--- src/rtl/qdac_pkg.sv ---
// Package: shared sizes and the decoded-action record for the quad DAC bank.
// Assumes a fixed four-channel layout addressed by a two-bit field.
package qdac_pkg;
    localparam int QDAC_CH = 4;

    // One decoded command, already gated by strobe validity.
    typedef struct packed {
        logic [QDAC_CH-1:0] ld_in;    // one-hot input-register load
        logic               upd_all;  // copy inputs into DAC registers
        logic               bcast;    // data into every input and DAC register
        logic               upo_set;
        logic               upo_clr;
        logic               sd_req;   // shutdown request
        logic               mode_wr;
        logic               mode_val;
    } qdac_act_t;
endpackage

--- src/rtl/qdac_cmd_decode.sv ---
// Module: turns a captured word into one action record.
// Assumes the command nibble sits in the top four bits. Output is all zero
// unless the strobe is high and exactly one word of bits was captured.
module qdac_cmd_decode
    import qdac_pkg::*;
#(
    parameter int WORD_BITS = 16,
    parameter int CNT_W     = 5
) (
    input  logic [WORD_BITS-1:0] word_i,
    input  logic [CNT_W-1:0]     bit_cnt_i,
    input  logic                 cs_rise_i,
    output qdac_act_t            act_o
);
    logic [3:0] nib;
    logic       valid;

    assign nib   = word_i[WORD_BITS-1 -: 4];
    assign valid = cs_rise_i && (bit_cnt_i == CNT_W'(WORD_BITS));

    // Purpose: map the nibble onto action bits.
    always_comb begin
        act_o = '0;
        if (valid) begin
            if (nib[0]) begin
                act_o.ld_in[nib[3:2]] = 1'b1;
                act_o.upd_all         = nib[1];
            end else begin
                unique case (nib[3:1])
                    3'b000: ;
                    3'b001: act_o.upo_clr = 1'b1;
                    3'b010: act_o.upd_all = 1'b1;
                    3'b011: act_o.upo_set = 1'b1;
                    3'b100: act_o.bcast   = 1'b1;
                    3'b101: begin
                        act_o.mode_wr  = 1'b1;
                        act_o.mode_val = 1'b0;
                        act_o.upd_all  = 1'b1;
                    end
                    3'b110: act_o.sd_req = 1'b1;
                    3'b111: begin
                        act_o.mode_wr  = 1'b1;
                        act_o.mode_val = 1'b1;
                        act_o.upd_all  = 1'b1;
                    end
                    default: ;
                endcase
            end
        end
    end
endmodule

--- src/rtl/qdac_channel.sv ---
// Module: one double-buffered channel (input register, then DAC register).
// Assumes ld_in, upd_all and bcast come from a single decoded command.
module qdac_channel #(
    parameter int DAC_BITS = 12
) (
    input  logic                clk,
    input  logic                rst_n,
    input  logic                clr_n_i,
    input  logic                ld_in,
    input  logic                upd_all,
    input  logic                bcast,
    input  logic [DAC_BITS-1:0] data_i,
    output logic [DAC_BITS-1:0] in_q,
    output logic [DAC_BITS-1:0] dac_q
);
    // Purpose: input register takes its own load or a broadcast.
    always_ff @(posedge clk) begin
        if (!rst_n || !clr_n_i)   in_q <= '0;
        else if (ld_in || bcast)  in_q <= data_i;
    end

    // Purpose: DAC register takes a broadcast or the staged input value.
    always_ff @(posedge clk) begin
        if (!rst_n || !clr_n_i) dac_q <= '0;
        else if (bcast)         dac_q <= data_i;
        else if (upd_all)       dac_q <= ld_in ? data_i : in_q;
    end

    a_r4_update_copies_input: assert property (@(posedge clk) disable iff (!rst_n)
        (clr_n_i && upd_all && !ld_in && !bcast) |=> (dac_q == $past(in_q)));

    a_r2_input_only_keeps_dac: assert property (@(posedge clk) disable iff (!rst_n)
        (clr_n_i && ld_in && !upd_all && !bcast) |=> $stable(dac_q));
endmodule

--- src/rtl/qdac_flags.sv ---
// Module: logic output, echo-edge mode and shutdown state.
// Assumes lock_n_i is synchronous for the register. The lockout also gates
// the shutdown output directly, so a low lockout clears it at once.
module qdac_flags
    import qdac_pkg::*;
(
    input  logic      clk,
    input  logic      rst_n,
    input  logic      clr_n_i,
    input  logic      lock_n_i,
    input  qdac_act_t act_i,
    output logic      upo_o,
    output logic      mode_o,
    output logic      shdn_o
);
    logic shdn_q;
    logic dac_write;

    assign dac_write = act_i.upd_all || act_i.bcast;

    // Purpose: logic output level.
    always_ff @(posedge clk) begin
        if (!rst_n || !clr_n_i) upo_o <= 1'b0;
        else if (act_i.upo_set) upo_o <= 1'b1;
        else if (act_i.upo_clr) upo_o <= 1'b0;
    end

    // Purpose: echo-edge mode.
    always_ff @(posedge clk) begin
        if (!rst_n || !clr_n_i) mode_o <= 1'b0;
        else if (act_i.mode_wr) mode_o <= act_i.mode_val;
    end

    // Purpose: shutdown state; lockout low or a DAC write ends it.
    always_ff @(posedge clk) begin
        if (!rst_n || !clr_n_i)          shdn_q <= 1'b0;
        else if (!lock_n_i || dac_write) shdn_q <= 1'b0;
        else if (act_i.sd_req)           shdn_q <= 1'b1;
    end

    assign shdn_o = shdn_q && lock_n_i;

    a_r9_shdn_only_by_cmd: assert property (@(posedge clk) disable iff (!rst_n)
        $rose(shdn_o) |-> $past(act_i.sd_req && lock_n_i));

    a_r11_write_wakes: assert property (@(posedge clk) disable iff (!rst_n)
        dac_write |=> !shdn_q);

    a_r6_upo_high: assert property (@(posedge clk) disable iff (!rst_n)
        (clr_n_i && act_i.upo_set) |=> upo_o);
endmodule

--- src/rtl/quad_dac_cmd_bank.sv ---
// Module: top of the quad DAC command decoder and register bank.
// Assumes the shifter presents a stable word and bit count with a
// one-cycle strobe at the chip-select rising edge.
module quad_dac_cmd_bank
    import qdac_pkg::*;
#(
    parameter int DAC_BITS = 12,
    localparam int WORD_BITS = DAC_BITS + 4,
    localparam int CNT_W     = $clog2(WORD_BITS + 2),
    localparam int BUS_W     = QDAC_CH * DAC_BITS
) (
    input  logic                 clk,
    input  logic                 rst_n,
    input  logic                 clr_n_i,
    input  logic                 lock_n_i,
    input  logic                 cs_rise_i,
    input  logic [CNT_W-1:0]     bit_cnt_i,
    input  logic [WORD_BITS-1:0] word_i,
    output logic [BUS_W-1:0]     dac_o,
    output logic                 upo_o,
    output logic                 shdn_o,
    output logic                 dout_mode_o
);
    qdac_act_t act;

    qdac_cmd_decode #(.WORD_BITS(WORD_BITS), .CNT_W(CNT_W)) u_dec (
        .word_i    (word_i),
        .bit_cnt_i (bit_cnt_i),
        .cs_rise_i (cs_rise_i),
        .act_o     (act)
    );

    for (genvar ch = 0; ch < QDAC_CH; ch++) begin : g_ch
        logic [DAC_BITS-1:0] in_val;
        qdac_channel #(.DAC_BITS(DAC_BITS)) u_ch (
            .clk     (clk),
            .rst_n   (rst_n),
            .clr_n_i (clr_n_i),
            .ld_in   (act.ld_in[ch]),
            .upd_all (act.upd_all),
            .bcast   (act.bcast),
            .data_i  (word_i[DAC_BITS-1:0]),
            .in_q    (in_val),
            .dac_q   (dac_o[ch*DAC_BITS +: DAC_BITS])
        );
    end

    qdac_flags u_flags (
        .clk      (clk),
        .rst_n    (rst_n),
        .clr_n_i  (clr_n_i),
        .lock_n_i (lock_n_i),
        .act_i    (act),
        .upo_o    (upo_o),
        .mode_o   (dout_mode_o),
        .shdn_o   (shdn_o)
    );

    a_r1_idle_holds: assert property (@(posedge clk) disable iff (!rst_n)
        (clr_n_i && !(cs_rise_i && bit_cnt_i == CNT_W'(WORD_BITS)))
        |=> ($stable(dac_o) && $stable(upo_o) && $stable(dout_mode_o)));

    a_r12_clear_zeroes: assert property (@(posedge clk) disable iff (!rst_n)
        !clr_n_i |=> (dac_o == '0 && !upo_o && !dout_mode_o && !shdn_o));
endmodule

--- config.mk ---
export PLATFORM = sky130hd
export DESIGN_NAME = quad_dac_cmd_bank
export DESIGN_NICKNAME = d
export VERILOG_FILES = /design/src/rtl/qdac_pkg.sv /design/src/rtl/qdac_cmd_decode.sv /design/src/rtl/qdac_channel.sv /design/src/rtl/qdac_flags.sv /design/src/rtl/quad_dac_cmd_bank.sv
export SDC_FILE = /design/constraint.sdc
export NUM_CORES = 1
export LEC_CHECK = 0
export ABC_CLOCK_PERIOD_IN_PS = 1890
export BUFFER_PORTS_ARGS = -buffer_cell sky130_fd_sc_hd__buf_2
export CAP_MARGIN = 20
export CORE_MARGIN = 2
export CORE_UTILIZATION = 49
export CTS_CLUSTER_SIZE = 20
export DETAILED_ROUTE_END_ITERATION = 12
export GPL_ROUTABILITY_DRIVEN = 0
export PLACE_DENSITY = 0.75
export SKIP_LAST_GASP = 1
export SYNTH_ARGS = -nofsm -noshare
export SYNTH_HDL_FRONTEND = slang
export SYNTH_SLANG_ARGS = --single-unit
--- constraint.sdc ---
create_clock -name clk -period 1.89 [get_ports clk]
set_clock_uncertainty 0.1 [all_clocks]
set_input_delay 0.378 -clock clk [delete_from_list [all_inputs] [get_ports clk]]
set_output_delay 0.378 -clock clk [all_outputs]
set_load 0.05 [all_outputs]
==> impl_metrics.json <==
{
  "fp.dieArea_um2": 8690,
  "crit_chain": "buf_2 > o21bai_1 > a221o_1 > and2_2 > buf_4 > a211oi_1",
  "pwr-share-clk": 0.347,
  "slew_headroom": 0.651,
  "nFillCells": 683,
  "clkTransAtPathRegs_ns": 0.09,
  "synth_seq_cells": 99,
  "fin_total_pwr_uw": 3570,
  "yosys.area.top_type": "dfxtp_1",
  "initial_core_util": 0.505,
  "slew_viol_final": 0,
  "crit_arrival_ns": 1.81,
  "worst_pin_slew_ns": 0.517,
  "period_share": 0.871,
  "post-place-ws_ns": -0.0657,
  "area_growth_pct": 19.0,
  "drc": 0,
  "outcome": "finished, final reports clean",
  "fp-row-count": 32,
  "routedWlPerCell_um": 16.6,
  "final_common_cell": "dfxtp_1",
  "viasPerCell": 5.56,
  "p_sw_uw": 882,
  "final_cell_mix": "dfxtp_1 (99), buf_2 (76), mux2i_1 (62)",
  "antenna_found_initial": 0,
  "leakage_uw": 0.00205,
  "cts_tree": "done",
  "cts_buffers": 9,
  "io_buffer_count": 76,
  "grt_max_degree": 34,
  "rsz0062_at_grt": "no",
  "postSynthAreaPerCell_um2": 10.5,
  "netlist_area_um2": 3900,
  "htree_levels": 3,
  "reg2reg_from": "g_ch[1].u_ch.in_q[0]",
  "power.share.switching": 0.247,
  "drive_above_1_share": 0.303,
  "multi_input_area_um2": 1740,
  "first_pass_iters": 4,
  "ant_nets": 0,
  "synthesis.instances": 371,
  "min_period_ns": 1.65,
  "hold_path_class": "in2reg",
  "slowest_stage": "a221o_1",
  "crit_required_ns": 2.05,
  "ios": 77,
  "hold_viol": 0,
  "intPower_uw": 2680,
  "yosysSeqAreaShare": 0.508,
  "worstSetupPathType": "in2reg",
  "drt_iter0_markers": 153,
  "critPathCaptureType": "flip-flop",
  "placed_cell_area_um2": 4460,
  "path_max_fanout": 12,
  "combPwrFrac": 0.067,
  "cap_violations": 0,
  "ctsResizeCount": 0,
  "final_core_utilization": 0.601,
  "ir_drop_uv": 430,
  "drt-total-wl_mm": 9.16,
  "power_density_nw_per_um2": 768,
  "synth.top_cells.by_area": "dfxtp_1 (51%), mux2i_1 (16%), a211oi_2 (6.4%), a21oi_1 (6.2%), a211oi_1 (5.4%)",
  "num_vias": 3061,
  "die_y_um": 93.2,
  "grt_pass1_vias": 2952,
  "hp-start": "lock_n_i",
  "seqCellArea_um2": 1980,
  "postCtsHoldBufs": 0,
  "cts.sink_count": 99,
  "cpPeakStageDelay_ns": 0.37,
  "worst_setup_path_start_kind": "input pin",
  "syn_nets": 397,
  "rr_endpoint": "g_ch[1].u_ch.dac_q[0]",
  "hpwl_mm": 6.14,
  "yosysTopAreaCellShare": 0.508,
  "grt_pass1_wl_mm": 14.6,
  "synth_cell_types": 29,
  "r2r_cells": 2,
  "synth_async_sr_flop_share": 0,
  "nets": 470,
  "clk_latency_ns": 0.36,
  "synthFlopType": "dfxtp_1",
  "setup_viol": 0,
  "cts_max_path_buffers": 2,
  "grt-ovfl-total": 0,
  "clockRootBuffer": "clkbuf_8",
  "core_area_um2": 7730,
  "grt_use_total": 0.216,
  "yosysWarningCount": 0,
  "post-cts-setup-buffers": 0,
  "setup_slack_ns": 0.244,
  "p_seq_frac": 0.586,
  "antenna_cells": 0,
  "hold_depth": 3,
  "rrSetupSlack_ns": 0.96,
  "fmax_mhz": 608,
  "die_w_um": 93.2,
  "fin_area_um2": 4640,
  "synth_edf_count": 0,
  "hold_end": "u_flags.shdn_q"
}
[through the flow]
step / cells / hold WS [ns] / TNS (ns)
3_5_place_dp: 535 / 0.380 / -1.05
5_1_grt: 551 / 0.217 / 0
3_3_place_gp: 535 / 0.369 / -0.0209
4_1_cts: 551 / 0.172 / 0
2_1_floorplan: 371 / 0.356 / 0
6_report: 551 / 0.175 / 0
[synthesized netlist by cell type, types with 2 or more instances]
cell type  instances
dfxtp_1           99
mux2i_1           62
nor2_1            52
a21oi_1           48
a211oi_1          28
a211oi_2          20
buf_2             14
clkbuf_1          14
and2_1             3
buf_4              3
buf_6              3
and3b_1            2
inv_1              2
nand3_1            2
nor2b_1            2
nor3_1             2
nor3b_1            2
nor4b_1            2
[power groups by stage]
stage / Clock, µW / Sequential (µW) / Combinational (µW)
3_5_place_dp: 0 / 2140 / 237
2_1_floorplan: 0 / 2150 / 121
4_1_cts: 1260 / 2090 / 237
5_1_grt: 1340 / 2090 / 257
3_3_place_gp: 0 / 2140 / 232
6_report: 1240 / 2090 / 240
[kinds of logic (layout without fill, tap and decap cells)]
logic type      count (synthesis)  after routing  share of synthesized area
mux                            62             62                      0.159
buf+inv                        36            114                     0.0478
flops                          99             99                      0.508
compound gates                103            103                      0.198
simple gates                   71             71                     0.0870
[worst max-delay path by stage]
stage | start | endpoint | slack (ns) | cells past startpoint
floorplan | word_i[13] | g_ch[1].u_ch.dac_q[1] | 0.02 | 8
global placement | bit_cnt_i[1] | g_ch[2].u_ch.dac_q[1] | -0.01 | 7
detailed placement | bit_cnt_i[1] | g_ch[2].u_ch.dac_q[6] | -0.07 | 7
CTS | bit_cnt_i[1] | g_ch[2].u_ch.dac_q[2] | 0.27 | 7
global route | word_i[15] | g_ch[1].u_ch.dac_q[0] | 0.15 | 6
finish | word_i[13] | g_ch[1].u_ch.dac_q[0] | 0.24 | 6
[layout make-up]
class,count,share of cell area
clock buffer,11,0.0305
inverter,2,0.00162
timing repair buffer,96,0.130
tap,102,0.0275
multi-input combinational,236,0.375
clock inverter,5,0.00809
sequential,99,0.427
[worst max-delay path, delay by kind of cell]
kind / cells / cell delay (ns)
and+or+nand+nor: 1 / 0.26
AOI/OAI and AO/OA: 3 / 0.82
buffers and inverters: 2 / 0.35
[routing by layer]
layer  wire, µm  track usage  vias to the layer above
met5          0            0                        -
met4        116       0.0882                        0
met3        447       0.0395                       10
met2       4330        0.341                       77
met1       4260        0.295                     1495
li1           -            -                     1479
[state kept, by name (all words and copies together) (netlist names)]
signal           cells
g_ch.u_ch.dac_q     48
g_ch.u_ch.in_q      48
u_flags.mode_o       1
u_flags.shdn_q       1
u_flags.upo_o        1
No activity file was read; power rests on OpenSTA's default activity.
